--- src/rtl/rtcb_pkg.sv ---
package rtcb_pkg;

    localparam int NREG      = 8;
    localparam int ST_FAIL   = 0;
    localparam int ST_WEL    = 1;
    localparam int ST_RWEL   = 2;
    localparam logic [7:0] HOUR_KEEP = 8'hBF;
    localparam logic [7:0] WDAY_KEEP = 8'h07;

    // first member is the most significant byte: index 0 = seconds
    typedef struct packed {
        logic [7:0] cent;
        logic [7:0] wday;
        logic [7:0] year;
        logic [7:0] mon;
        logic [7:0] mday;
        logic [7:0] hour;
        logic [7:0] min;
        logic [7:0] sec;
    } cal_t;

    typedef logic [NREG-1:0][7:0] cal_arr_t;

    typedef enum logic [1:0] {
        ST_OP_LOCK,
        ST_OP_ARM,
        ST_OP_CONFIRM
    } st_op_e;

    function automatic st_op_e st_decode(input logic [1:0] en_bits);
        // en_bits = {bit2, bit1}
        case (en_bits)
            2'b01:   return ST_OP_ARM;
            2'b11:   return ST_OP_CONFIRM;
            default: return ST_OP_LOCK;
        endcase
    endfunction

    function automatic logic [7:0] bcd_inc(input logic [7:0] v);
        if (v[3:0] >= 4'd9)
            return {v[7:4] + 4'd1, 4'd0};
        return {v[7:4], v[3:0] + 4'd1};
    endfunction

    function automatic logic [7:0] month_last(input logic [7:0] mon,
                                              input logic [7:0] year);
        logic [6:0] ybin;
        ybin = 7'(year[7:4]) * 7'd10 + 7'(year[3:0]);
        case (mon)
            8'h02:                      return (ybin[1:0] == 2'b00) ? 8'h29 : 8'h28;
            8'h04, 8'h06, 8'h09, 8'h11: return 8'h30;
            default:                    return 8'h31;
        endcase
    endfunction

    function automatic logic [7:0] wr_keep(input logic [2:0] idx);
        case (idx)
            3'd2:    return HOUR_KEEP;
            3'd6:    return WDAY_KEEP;
            default: return 8'hFF;
        endcase
    endfunction

endpackage

--- src/rtl/rtcb_lock.sv ---
module rtcb_lock
    import rtcb_pkg::*;
(
    input  logic       clk,
    input  logic       rst,
    input  logic       st_we,
    input  logic [1:0] st_en_bits,
    input  logic       cal_wr,
    output logic       wel,
    output logic       rwel,
    output logic       fail
);
    st_op_e op;
    assign op = st_decode(st_en_bits);

    always_ff @(posedge clk) begin
        if (rst) begin
            wel  <= 1'b0;
            rwel <= 1'b0;
            fail <= 1'b1;
        end else begin
            if (st_we) begin
                case (op)
                    ST_OP_ARM: begin
                        wel  <= 1'b1;
                        rwel <= 1'b0;
                    end
                    ST_OP_CONFIRM: begin
                        if (wel) rwel <= 1'b1;
                    end
                    default: begin
                        wel  <= 1'b0;
                        rwel <= 1'b0;
                    end
                endcase
            end
            if (cal_wr) fail <= 1'b0;
        end
    end
endmodule

--- src/rtl/rtcb_calendar.sv ---
module rtcb_calendar
    import rtcb_pkg::*;
#(
    parameter logic [7:0] RST_CENT = 8'h20
)(
    input  logic       clk,
    input  logic       rst,
    input  logic       tick,
    input  logic       wr_stb,
    input  logic [2:0] wr_idx,
    input  logic [7:0] wr_data,
    output cal_t       cal_q
);
    cal_t     adv;
    cal_t     cal_d;
    cal_arr_t wr_arr;

    always_comb begin
        adv = cal_q;
        if (cal_q.sec >= 8'h59) begin
            adv.sec = 8'h00;
            if (cal_q.min >= 8'h59) begin
                adv.min = 8'h00;
                if (cal_q.hour[5:0] >= 6'h23) begin
                    adv.hour = {cal_q.hour[7], 7'h00};
                    adv.wday = (cal_q.wday >= 8'd6) ? 8'd0 : cal_q.wday + 8'd1;
                    if (cal_q.mday >= month_last(cal_q.mon, cal_q.year)) begin
                        adv.mday = 8'h01;
                        if (cal_q.mon >= 8'h12) begin
                            adv.mon = 8'h01;
                            if (cal_q.year >= 8'h99) begin
                                adv.year = 8'h00;
                                adv.cent = (cal_q.cent >= 8'h99) ? 8'h00 : bcd_inc(cal_q.cent);
                            end else begin
                                adv.year = bcd_inc(cal_q.year);
                            end
                        end else begin
                            adv.mon = bcd_inc(cal_q.mon);
                        end
                    end else begin
                        adv.mday = bcd_inc(cal_q.mday);
                    end
                end else begin
                    adv.hour = bcd_inc(cal_q.hour);
                end
            end else begin
                adv.min = bcd_inc(cal_q.min);
            end
        end else begin
            adv.sec = bcd_inc(cal_q.sec);
        end
    end

    always_comb begin
        wr_arr         = cal_arr_t'(cal_q);
        wr_arr[wr_idx] = wr_data & wr_keep(wr_idx);
        if (wr_stb)
            cal_d = cal_t'(wr_arr);
        else if (tick)
            cal_d = adv;
        else
            cal_d = cal_q;
    end

    always_ff @(posedge clk) begin
        if (rst) begin
            cal_q <= '{cent: RST_CENT, wday: 8'h00, year: 8'h00, mon: 8'h01,
                       mday: 8'h01, hour: 8'h80, min: 8'h00, sec: 8'h00};
        end else begin
            cal_q <= cal_d;
        end
    end
endmodule

--- src/rtl/rtcb_readport.sv ---
module rtcb_readport
    import rtcb_pkg::*;
#(
    parameter logic [7:0] CAL_BASE  = 8'h30,
    parameter logic [7:0] STAT_ADDR = 8'h3F
)(
    input  logic       clk,
    input  logic       rst,
    input  logic       rd_en,
    input  logic       rd_first,
    input  logic [7:0] addr,
    input  cal_t       cal,
    input  logic [7:0] status,
    output logic [7:0] rdata
);
    localparam logic [7:0] CAL_LAST = CAL_BASE + 8'(NREG - 1);

    logic [7:0] ptr;
    logic [7:0] ra;
    logic [7:0] pick;
    logic [2:0] ridx;
    cal_arr_t   arr;

    assign ra   = rd_first ? addr : ptr;
    assign ridx = ra[2:0] - CAL_BASE[2:0];
    assign arr  = cal_arr_t'(cal);

    always_comb begin
        if (ra >= CAL_BASE && ra <= CAL_LAST)
            pick = arr[ridx];
        else if (ra == STAT_ADDR)
            pick = status;
        else
            pick = 8'h00;
    end

    always_ff @(posedge clk) begin
        if (rst) begin
            ptr   <= 8'h00;
            rdata <= 8'h00;
        end else if (rd_en) begin
            ptr   <= ra + 8'd1;
            rdata <= pick;
        end
    end
endmodule

--- src/rtl/rtcb_core.sv ---
module rtcb_core
    import rtcb_pkg::*;
#(
    parameter logic [7:0] CAL_BASE  = 8'h30,
    parameter logic [7:0] STAT_ADDR = 8'h3F,
    parameter logic [7:0] RST_CENT  = 8'h20
)(
    input  logic       clk,
    input  logic       rst,
    input  logic       tick,
    input  logic [7:0] addr,
    input  logic [7:0] wdata,
    input  logic       wr_en,
    input  logic       rd_en,
    input  logic       rd_first,
    output logic [7:0] rdata
);
    localparam logic [7:0] CAL_LAST = CAL_BASE + 8'(NREG - 1);

    logic       addr_in_cal;
    logic       unlocked;
    logic       cal_wr;
    logic       st_we;
    logic       wel;
    logic       rwel;
    logic       fail;
    logic [2:0] widx;
    logic [7:0] status;
    cal_t       cal_q;

    assign addr_in_cal = (addr >= CAL_BASE) && (addr <= CAL_LAST);
    assign unlocked    = wel && rwel;
    assign cal_wr      = wr_en && addr_in_cal && unlocked;
    assign st_we       = wr_en && (addr == STAT_ADDR);
    assign widx        = addr[2:0] - CAL_BASE[2:0];

    always_comb begin
        status          = 8'h00;
        status[ST_FAIL] = fail;
        status[ST_WEL]  = wel;
        status[ST_RWEL] = rwel;
    end

    rtcb_lock u_lock (
        .clk        (clk),
        .rst        (rst),
        .st_we      (st_we),
        .st_en_bits ({wdata[ST_RWEL], wdata[ST_WEL]}),
        .cal_wr     (cal_wr),
        .wel        (wel),
        .rwel       (rwel),
        .fail       (fail)
    );

    rtcb_calendar #(.RST_CENT(RST_CENT)) u_cal (
        .clk     (clk),
        .rst     (rst),
        .tick    (tick),
        .wr_stb  (cal_wr),
        .wr_idx  (widx),
        .wr_data (wdata),
        .cal_q   (cal_q)
    );

    rtcb_readport #(.CAL_BASE(CAL_BASE), .STAT_ADDR(STAT_ADDR)) u_rd (
        .clk      (clk),
        .rst      (rst),
        .rd_en    (rd_en),
        .rd_first (rd_first),
        .addr     (addr),
        .cal      (cal_q),
        .status   (status),
        .rdata    (rdata)
    );
endmodule

--- config.mk ---
export PLATFORM = sky130hd
export DESIGN_NAME = rtcb_core
export DESIGN_NICKNAME = d
export VERILOG_FILES = /design/src/rtl/rtcb_pkg.sv /design/src/rtl/rtcb_lock.sv /design/src/rtl/rtcb_calendar.sv /design/src/rtl/rtcb_readport.sv /design/src/rtl/rtcb_core.sv
export SDC_FILE = /design/constraint.sdc
export NUM_CORES = 1
export LEC_CHECK = 0
export ABC_AREA = 0
export BUFFER_PORTS_ARGS = -buffer_cell sky130_fd_sc_hd__buf_2
export CAP_MARGIN = 20
export CORE_UTILIZATION = 63
export CTS_CLUSTER_DIAMETER = 30
export DETAILED_ROUTE_END_ITERATION = 16
export PLACE_DENSITY = 0.83
export SLEW_MARGIN = 20
export SYNTH_ARGS = -nofsm -noshare
export SYNTH_HDL_FRONTEND = slang
export SYNTH_SLANG_ARGS = --single-unit
--- constraint.sdc ---
create_clock -name clk -period 3.5 [get_ports clk]
set_input_delay 0.35 -clock clk [delete_from_list [all_inputs] [get_ports clk]]
set_output_delay 0.35 -clock clk [all_outputs]
set_load 0.05 [all_outputs]
Yosys cells after proc, flatten, opt, wreduce, memory -nomap -nowiden
Cells that the tools add are included.
{ "totals": {"ff_bits": 83, "output_inout_bits": 8, "in_bits": 22, "word_cells": 202} }
{ "op_classes": {"addsub": 17, "n_lt_le_gt_ge": 22, "n_bitwise": 2, "n_eq_ne": 15, "n_mux": 84, "mul": 1, "reduce_logical": 40} }
{ "ops": {"columns": ["operator", "n"], "rows": [
  ["$mux W8", 33],
  ["$mux W64", 2],
  ["$bwmux W64", 1],
  ["$add A4 B1 Y4 const B", 14],
  ["$mux W56", 1],
  ["$mux W48", 1],
  ["$mux W40", 1],
  ["$mux W1", 37],
  ["$pmux W8 S2", 2],
  ["$ge A4 B4 Y1 const B", 7],
  ["$bmux W8 S3", 1],
  ["$demux W8 S3", 1],
  ["$reduce_bool A3 Y1", 7],
  ["$add A8 B1 Y8 const B", 2],
  ["$eq A8 B3 Y1 const B", 2],
  ["$eq A8 B6 Y1 const B", 2],
  ["$ge A8 B6 Y1 const B", 2],
  ["$ge A8 B7 Y1 const B", 2],
  ["$ge A8 B8 Y1 const B", 2],
  ["$le A8 B6 Y1 const B", 2],
  ["$mux W16", 1],
  ["$reduce_bool A2 Y1", 8],
  ["$reduce_and A5 Y1", 3],
  ["$reduce_and A7 Y1", 2],
  ["other kinds (30)", 45]
]} }

Depth between registers and ports, before layout
Gate-level depths: netlist of the first run.
{ "logic_depth": {"word_depth": 23, "mapped_depth": 16, "mapped_depth_nobuf": 15} }

Modules after synthesis
A second synthesis of the first run with hierarchy kept.
{ "hier_totals": {"cells_unflattened": 873, "hier_area_um2": 6620.1} }
{ "by_module_without_submodules": {"columns": ["mod", "seq_area_each_um2", "cells_each", "area_per_inst_um2", "n_inst"], "rows": [
  ["rtcb_calendar", 1281.2, 532, 4327.9, 1],
  ["rtcb_readport", 320.3, 322, 2135.8, 1],
  ["rtcb_lock", 60.1, 12, 110.1, 1],
  ["rtcb_core", 0.0, 7, 46.3, 1]
]} }

Worst setup path before layout of the first run
OpenSTA, ideal clock, no wires.
{ "synth_path": {"path_type": "reg-to-reg", "from": "register u_cal.cal_q[36] (netlist name)", "to": "register u_cal.cal_q[26] (netlist name)", "path_stages_with_launch": 16, "t_required_ns": 3.412, "setup_time_ns": 0.088, "slack_ns": 0.452, "arrival_time_ns": 2.960, "period_less_slack_ns": 3.048, "path_buffers": 0, "cell_sequence": "dfxtp_1 > inv_1 > ha_1 > mux2_2 > nand2_1 > o21ai_0 > nand2_1 > nand2_1 > o31ai_1 > ha_1 > or4b_4 > and4_4 > nor4_4 > nor4b_1 > a21oi_1 > o32ai_2"} }
{ "synth_between": {"elab_chain_cells": 13, "word_cells_on_any_way": 17, "classes_between": "order compare (1); eq/ne (5); mux (10); reduce/logical (1)"} }
{ "synth_lines": {"columns": ["element", "line_no", "text"], "rows": [
  ["$eq A8 B3 Y1, or another cell as far along", "rtcb_pkg.sv:49", "case (mon)"],
  ["$reduce_or A4 Y1", "rtcb_pkg.sv:49", null],
  ["$pmux W8 S2 *", "rtcb_pkg.sv:49", null],
  ["$mux W8 *", "rtcb_calendar.sv:24", "if (cal_q.hour[5:0] >= 6'h23) begin"],
  ["$mux W8 *", "rtcb_calendar.sv:22", "if (cal_q.min >= 8'h59) begin"],
  ["$mux W8 *", "rtcb_calendar.sv:20", "if (cal_q.sec >= 8'h59) begin"],
  ["$ge A8 B8 Y1 *", "rtcb_calendar.sv:27", "if (cal_q.mday >= month_last(cal_q.mon, cal_q.year)) begin"],
  ["$mux W8 *", "rtcb_calendar.sv:27", null],
  ["$mux W40 *", "rtcb_calendar.sv:24", null],
  ["$mux W48 *", "rtcb_calendar.sv:22", null],
  ["$mux W56 *", "rtcb_calendar.sv:20", null],
  ["$mux W64 *", "rtcb_calendar.sv:59", "else if (tick)"],
  ["$mux W64 *", "rtcb_calendar.sv:57", "if (wr_stb)"]
]} }
Mark *: on every way between the ends. The rest lies on a longest branch, timed or not. The select of a mux whose other input is x is not followed.
A chain may end at the register's enable or synchronous reset.

Final worst setup path of the first run
{ "layout_path": {"from": "register u_cal.cal_q[37] (netlist name)", "to": "register u_cal.cal_q[46] (netlist name)"} }
{ "layout_between": {"elab_chain_cells": 9, "word_cells_on_any_way": 15, "classes_between": "order compare (2); eq/ne (5); mux (4); reduce/logical (4)"} }
{ "layout_lines": {"columns": ["element", "line_no"], "rows": [
  ["$eq A8 B3 Y1, or another cell as far along", "rtcb_pkg.sv:49"],
  ["$reduce_or A4 Y1", "rtcb_pkg.sv:49"],
  ["$pmux W8 S2", "rtcb_pkg.sv:49"],
  ["$mux W8", "rtcb_calendar.sv:24"],
  ["$mux W8", "rtcb_calendar.sv:22"],
  ["$mux W8", "rtcb_calendar.sv:20"],
  ["$ge A8 B8 Y1", "rtcb_calendar.sv:27"],
  ["$reduce_bool A2 Y1 (no line)", null],
  ["$reduce_and A7 Y1 (no line) *", null]
]} }
Marks and branches as above.

==> metrics.yaml, run 1 <==
cts:
  cts_buffer_depth: 2
  post_cts_buffers: 0
  path_clk_slew_ns: 0.09
  htree_levels: 3
  cts_sinks: 83
  numCtsBuffers: 9
  root_buffer: "clkbuf_8"
  clk_latency_ns: 0.37
  cts.hold.buffers_added: 0
  cts_tree: "yes"
global_routing:
  grt_pass1_wl_um: 29400
  first_global_vias: 5833
  gr-total-overflow: 0
  grt_max_degree: 43
  antenna_found_initial: 0
  track_usage_pct: 37.8
detailed_routing:
  met3WireLength_um: 2110
  via_per_inst: 6.77
  drt-initial-drc-count: 685
  firstDrtPassIters: 8
  finalWirelength_um: 18200
  routedWlPerCell_um: 19.7
  wl_met1_um: 7290
  wl_met2_um: 8000
  top_layer_used: "met4"
  ant_nets: 0
  vias: 6280
  drc: 0
critical_path:
  slowest_delay_ns: 0.69
  crit_path_end_kind: "register"
  required_ns: 3.77
  crit_chain: "inv_1 -> ha_1 -> nor2b_2 -> o211ai_1 -> o21ai_1 -> nand2_1 -> nand2_1 -> o31ai_1 -> ha_1 -> or4b_4 -> and4_4 -> o31ai_4 -> nor4bb_2 -> o21ai_1 -> a32o_1"
  cp_slowest_cell: "nor4bb_2"
  crit_type: "register to register"
  cp_max_fo: 8
  worst_setup_path_start_kind: "register"
  cp.arrival_ns: 3.58
placed_design:
  place_congestion: 0.961
  dp_slack_ns: -0.0172
  dp_hpwl_um: 12800
  post_dp_cell_area_um2: 6270
  portBuffers: 29
synth:
  yosys_warnings: 0
  synthCells: 780
  ys_types: 86
  synth_edf_count: 0
  async_flop_share_pct: 0
  synthesis.area_um2: 6050
  ys_seq_area_share_pct: 27.5
  syn_avg_cell_area_um2: 7.76
  synth.ff_latch_count: 83
  syn_nets: 845
  synth-main-ff-cell: "dfxtp_1"
floorplanning:
  placementRows: 35
  die_h_um: 100
  coreArea_um2: 9280
  dieWidth_um: 100
  initial_core_util_pct: 65.2
  io_pins: 30
  die_area_um2: 10000
pwr:
  leakage_nw: 2.45
  peakVddDrop_mv: 0.199
  power_w: 0.00206
  power_density_nw_per_um2: 316
layout:
  area_delta_synth_final_pct: 7.92
  drive_gt1_share_pct: 12.2
  postLayoutCoreUtil_pct: 70.3
  final_cell_mix: "nand2_1, nor2_1, dfxtp_1, a21oi_1, ha_1"
  final_common_cell: "nand2_1"
  final_area_um2: 6530
  antenna_cells: 0
  layout.nets: 858
timing:
  max_freq_mhz: 303
  finClkSkew_ns: 0.0124
  drv_slew: 0
  rsz0062_at_grt: "no"
  tightest_slew_ns: 0.842
  finalSetupViolations: 0
  slew_headroom_pct: 42.3
  fin_crit_ns: 3.30
  period_share_pct: 94.4
  setup_ws_ns: 0.196
  hold_slack_ns: 0.368
  hold_viol_final: 0
status:
  status: "completed"
worst_hold_path:
  hold_path_class: "input port to register"
run:
  cap_violations: 0
## logic make-up after synthesis
group	synth area share (%)
fa+ha+maj	8.89
simple gates	26.3
compound gates	28.6
mux	1.53
flops	27.5
buf+inv	5.19
xor+xnor	2.03
## metrics by stage
step	TNS, ns	cells
5_1_grt	0	927
4_1_cts	0	927
6_report	0	927
3_3_place_gp	0	911
3_5_place_dp	-0.0172	911
2_1_floorplan	0	780
## flip-flops by register name, summed over array words and instances, names as in the netlist
signal / count
u_cal.cal_q: 64
u_rd.ptr: 8
u_rd.rdata: 8
u_lock.fail: 1
u_lock.rwel: 1
u_lock.wel: 1
## critical path, delay by kind of cell, from the launching register on
kind / cells / cell delay, ns
and+or+nand+nor: 6 / 1.41
DFF: 1 / 0.35
adders and majority gates: 2 / 0.46
AOI/OAI and AO/OA: 6 / 0.87
buffers and inverters: 1 / 0.12
## cells in the mapped netlist (5+ instances only)
| library cell | count | area [µm²] |
|---|---|---|
| o21ai_1 | 17 | 85.1 |
| nand2b_1 | 10 | 62.6 |
| xor2_1 | 6 | 52.6 |
| dfxtp_1 | 83 | 1660 |
| xnor2_1 | 8 | 70.1 |
| mux2i_1 | 7 | 70.1 |
| a31oi_1 | 6 | 37.5 |
| nor3_1 | 5 | 25.0 |
| a32o_1 | 8 | 80.1 |
| and3_1 | 11 | 68.8 |
| o31ai_1 | 6 | 45.0 |
| a211oi_1 | 40 | 300 |
| buf_2 | 8 | 40.0 |
| a21oi_1 | 53 | 265 |
| nand3_1 | 27 | 135 |
| clkbuf_1 | 22 | 82.6 |
| o211ai_1 | 6 | 45.0 |
| nor2_1 | 93 | 349 |
| ha_1 | 43 | 538 |
| o21ai_0 | 28 | 140 |
| a22oi_1 | 17 | 128 |
| a311oi_1 | 16 | 140 |
| inv_1 | 40 | 150 |
| nor2b_1 | 6 | 37.5 |
| nand2_1 | 103 | 387 |
## cell type report
cell class | count | area, µm²
clock inverter | 4 | 98.8
inverter | 42 | 158
tap | 129 | 161
fill | 754 | 2750
multi-input combinational | 619 | 4100
sequential | 83 | 1660
timing repair buffer | 38 | 213
clock buffer | 12 | 135
## where the power goes
| group | leakage (nW) | switching, W | internal [W] |
|---|---|---|---|
| Combinational | 1.66 | 0.000182 | 0.0000685 |
| Sequential | 0.671 | 0.0000126 | 0.000956 |
| Clock | 0.115 | 0.000366 | 0.000477 |
## worst paths after layout
path,startpoint,endpoint,slack [ns],depth (start not counted)
worst max-delay path,u_cal.cal_q[37],u_cal.cal_q[46],0.20,15
worst max register to register,u_cal.cal_q[37],u_cal.cal_q[46],0.20,15
worst min-delay path,wdata[7],u_cal.cal_q[39],0.37,3
worst min register to register,u_rd.rdata[4],u_rd.rdata[4],0.45,2
## metal layers
metal  vias up  track usage (%)
li1       2883                -
met1      2895             49.2
met2       418             58.0
met3        84             8.64
met4         0             20.7
met5         -                0
## timing repair
item,4_1_cts,5_1_grt
setup endpoints to repair,1,5
resized for setup,1,6
gates cloned,0,0
Power figures use the tool's default switching activity.
==> inputs of run 2 (changes only) <==
- PLACE_DENSITY: 0.83 -> 0.82
==> metrics.yaml, run 2 (synthesized netlist as in run 1, its figures left out) <==
status:
  status: "completed"
floorplanning:
  placementRows: 35  # unchanged
  coreArea_um2: 9280  # unchanged
  die_h_um: 100  # unchanged
  io_pins: 30  # unchanged
  dieWidth_um: 100  # unchanged
  die_area_um2: 10000  # unchanged
  initial_core_util_pct: 65.2  # unchanged
detailed_routing:
  drc: 0  # unchanged
  finalWirelength_um: 17800  # -2.4%
  routedWlPerCell_um: 19.2  # -2.6%
  drt-initial-drc-count: 622  # -9.2%
  ant_nets: 0  # unchanged
  firstDrtPassIters: 5  # -3
  via_per_inst: 6.61  # -2.5%
  vias: 6137  # -2.3%
timing:
  finalSetupViolations: 0  # unchanged
  slew_headroom_pct: 40.0  # -2.3 points
  hold_slack_ns: 0.361  # -0.00680 ns
  finClkSkew_ns: 0.00936  # -0.00306 ns
  drv_slew: 0  # unchanged
  setup-tns-final_ns: 0  # unchanged
  max_freq_mhz: 299  # -1.2%
  period_share_pct: 95.6  # +1.2 points
  hold_viol_final: 0  # unchanged
  rsz0062_at_grt: "no"
  tightest_slew_ns: 0.875  # +0.0331 ns
  fin_crit_ns: 3.35  # +0.0416 ns
  setup_ws_ns: 0.154  # -0.0416 ns
global_routing:
  grt_max_degree: 67  # +56%
  track_usage_pct: 37.0  # -0.71 points
  globalRouteMet3Util_pct: 9.26  # +0.63 points
  met2_usage_pct: 56.6  # -1.5 points
  grt_pass1_wl_um: 29000  # -1.5%
  grt_util_met1_pct: 49.2  # +0.067 points
  first_global_vias: 5714  # -2.0%
  antenna_found_initial: 0  # unchanged
  gr-total-overflow: 0  # unchanged
  grt.busiest_layer: "met2"
layout:
  final_common_cell: "nand2_1"
  antenna_cells: 0  # unchanged
  final_cell_mix: "nand2_1, nor2_1, dfxtp_1, a21oi_1, ha_1"
  layout.nets: 860  # +0.23%
  area_delta_synth_final_pct: 7.49
  regMostFlops: "u_cal.cal_q"
  drive_gt1_share_pct: 12.5  # +0.34 points
  postLayoutCoreUtil_pct: 70.1  # -0.28 points
  reg.largest.list: "u_cal.cal_q: 64 flops, u_rd.ptr: 8 flops, u_rd.rdata: 8 flops"
  largest_reg_flops: 64  # unchanged
critical_path:
  cp.arrival_ns: 3.62  # +0.04 ns
  slowest_delay_ns: 0.49  # -0.20 ns
  worst_setup_path_start_kind: "register"
  critPathTopFamily: "compound AO/OA/AOI/OAI gates"
  crit_path_end_kind: "register"
  required_ns: 3.77  # about the same
  crit_type: "register to register"
  cp_max_fo: 6  # -2
  path_buf_inv: 1  # unchanged
  crit_chain: "inv_1 -> ha_1 -> o211ai_1 -> o21ai_1 -> nand2_1 -> nand2_1 -> o31ai_1 -> ha_1 -> or4b_4 -> and4_4 -> o31ai_4 -> nor3_4 -> o211a_1 -> a211oi_1"
  cp_slowest_cell: "or4b_4"
cts:
  path_clk_slew_ns: 0.09  # about the same
  cts_sinks: 83  # unchanged
  cts.hold.buffers_added: 0  # unchanged
  numCtsBuffers: 9  # unchanged
  root_buffer: "clkbuf_8"
  htree_levels: 3  # unchanged
  clk_latency_ns: 0.37  # about the same
  cts_tree: "yes"
  cts_buffer_depth: 2  # unchanged
placed_design:
  dp_hpwl_um: 12500  # -1.9%
  place_congestion: 0.956  # -0.47%
  dp_slack_ns: 0.0647  # +0.0819 ns
  portBuffers: 29  # unchanged
pwr:
  p_switching_w: 0.000556  # -0.81%
  p_int_w: 0.00137  # -8.6%
  swShare_pct: 28.9  # +1.6 points
  clkPwrFrac_pct: 36.9  # -4.0 points
  power_w: 0.00193  # -6.5%
  peakVddDrop_mv: 0.339  # +70%
  power_density_nw_per_um2: 297  # -6.1%
  leakage_nw: 2.45  # +0.10%
  pwr-share-seq_pct: 50.2  # +3.2 points
  p_comb_share_pct: 12.9  # +0.7 points
run:
  cap_violations: 0  # unchanged
worst_hold_path:
  hold_path_class: "input port to register"
==> run 2: worst min-delay path: stages <==
cell and delay (ns):
buf_2 0.11, a21o_1 0.16, nor2_1 0.05
==> run 2: final timing paths <==
path | from | to | slack (ns) | cells past startpoint
setup / recovery | u_cal.cal_q[32] | u_cal.cal_q[56] | 0.15 | 14
hold / removal | rst | u_cal.cal_q[55] | 0.36 | 3
setup reg to reg | u_cal.cal_q[32] | u_cal.cal_q[56] | 0.15 | 14
hold reg to reg | u_rd.rdata[7] | u_rd.rdata[7] | 0.45 | 2
==> run 2: layout make-up <==
| type | count | area, µm² |
|---|---|---|
| fill | 789 | 2780 |
| multi-input combinational | 619 | 4100 |
| tap | 129 | 161 |
| clock buffer | 11 | 141 |
| sequential | 83 | 1660 |
| inverter | 42 | 158 |
| clock inverter | 5 | 52.6 |
| timing repair buffer | 40 | 228 |
==> run 2: per-stage QoR <==
step	cells	cell area (µm²)
2_1_floorplan	780	6050
3_3_place_gp	912	6280
3_5_place_dp	912	6280
4_1_cts	928	6480
5_1_grt	929	6500
6_report	929	6500
==> run 2: power by group through the flow <==
stage	sequential (W)	clock [W]	combinational, W
after floorplan	0.000993	0	0.000145
after global placement	0.000989	0	0.000232
after detailed placement	0.000990	0	0.000238
after CTS	0.000967	0.000720	0.000239
after global routing	0.000970	0.000752	0.000266
final	0.000968	0.000711	0.000249
==> run 2: repair_timing <==
action                                  in CTS  in global routing
gates cloned                                 0                  0
gates resized for setup                      1                  6
setup buffers                                0                  1
pin swaps                                    0                  2
endpoints found under the setup margin       1                  3
==> run 2: layer usage <==
metal	up-vias	part of all wire, %
met3	50	11
li1	2883	-
met5	-	0
met1	2868	42
met4	0	3.8
met2	336	44
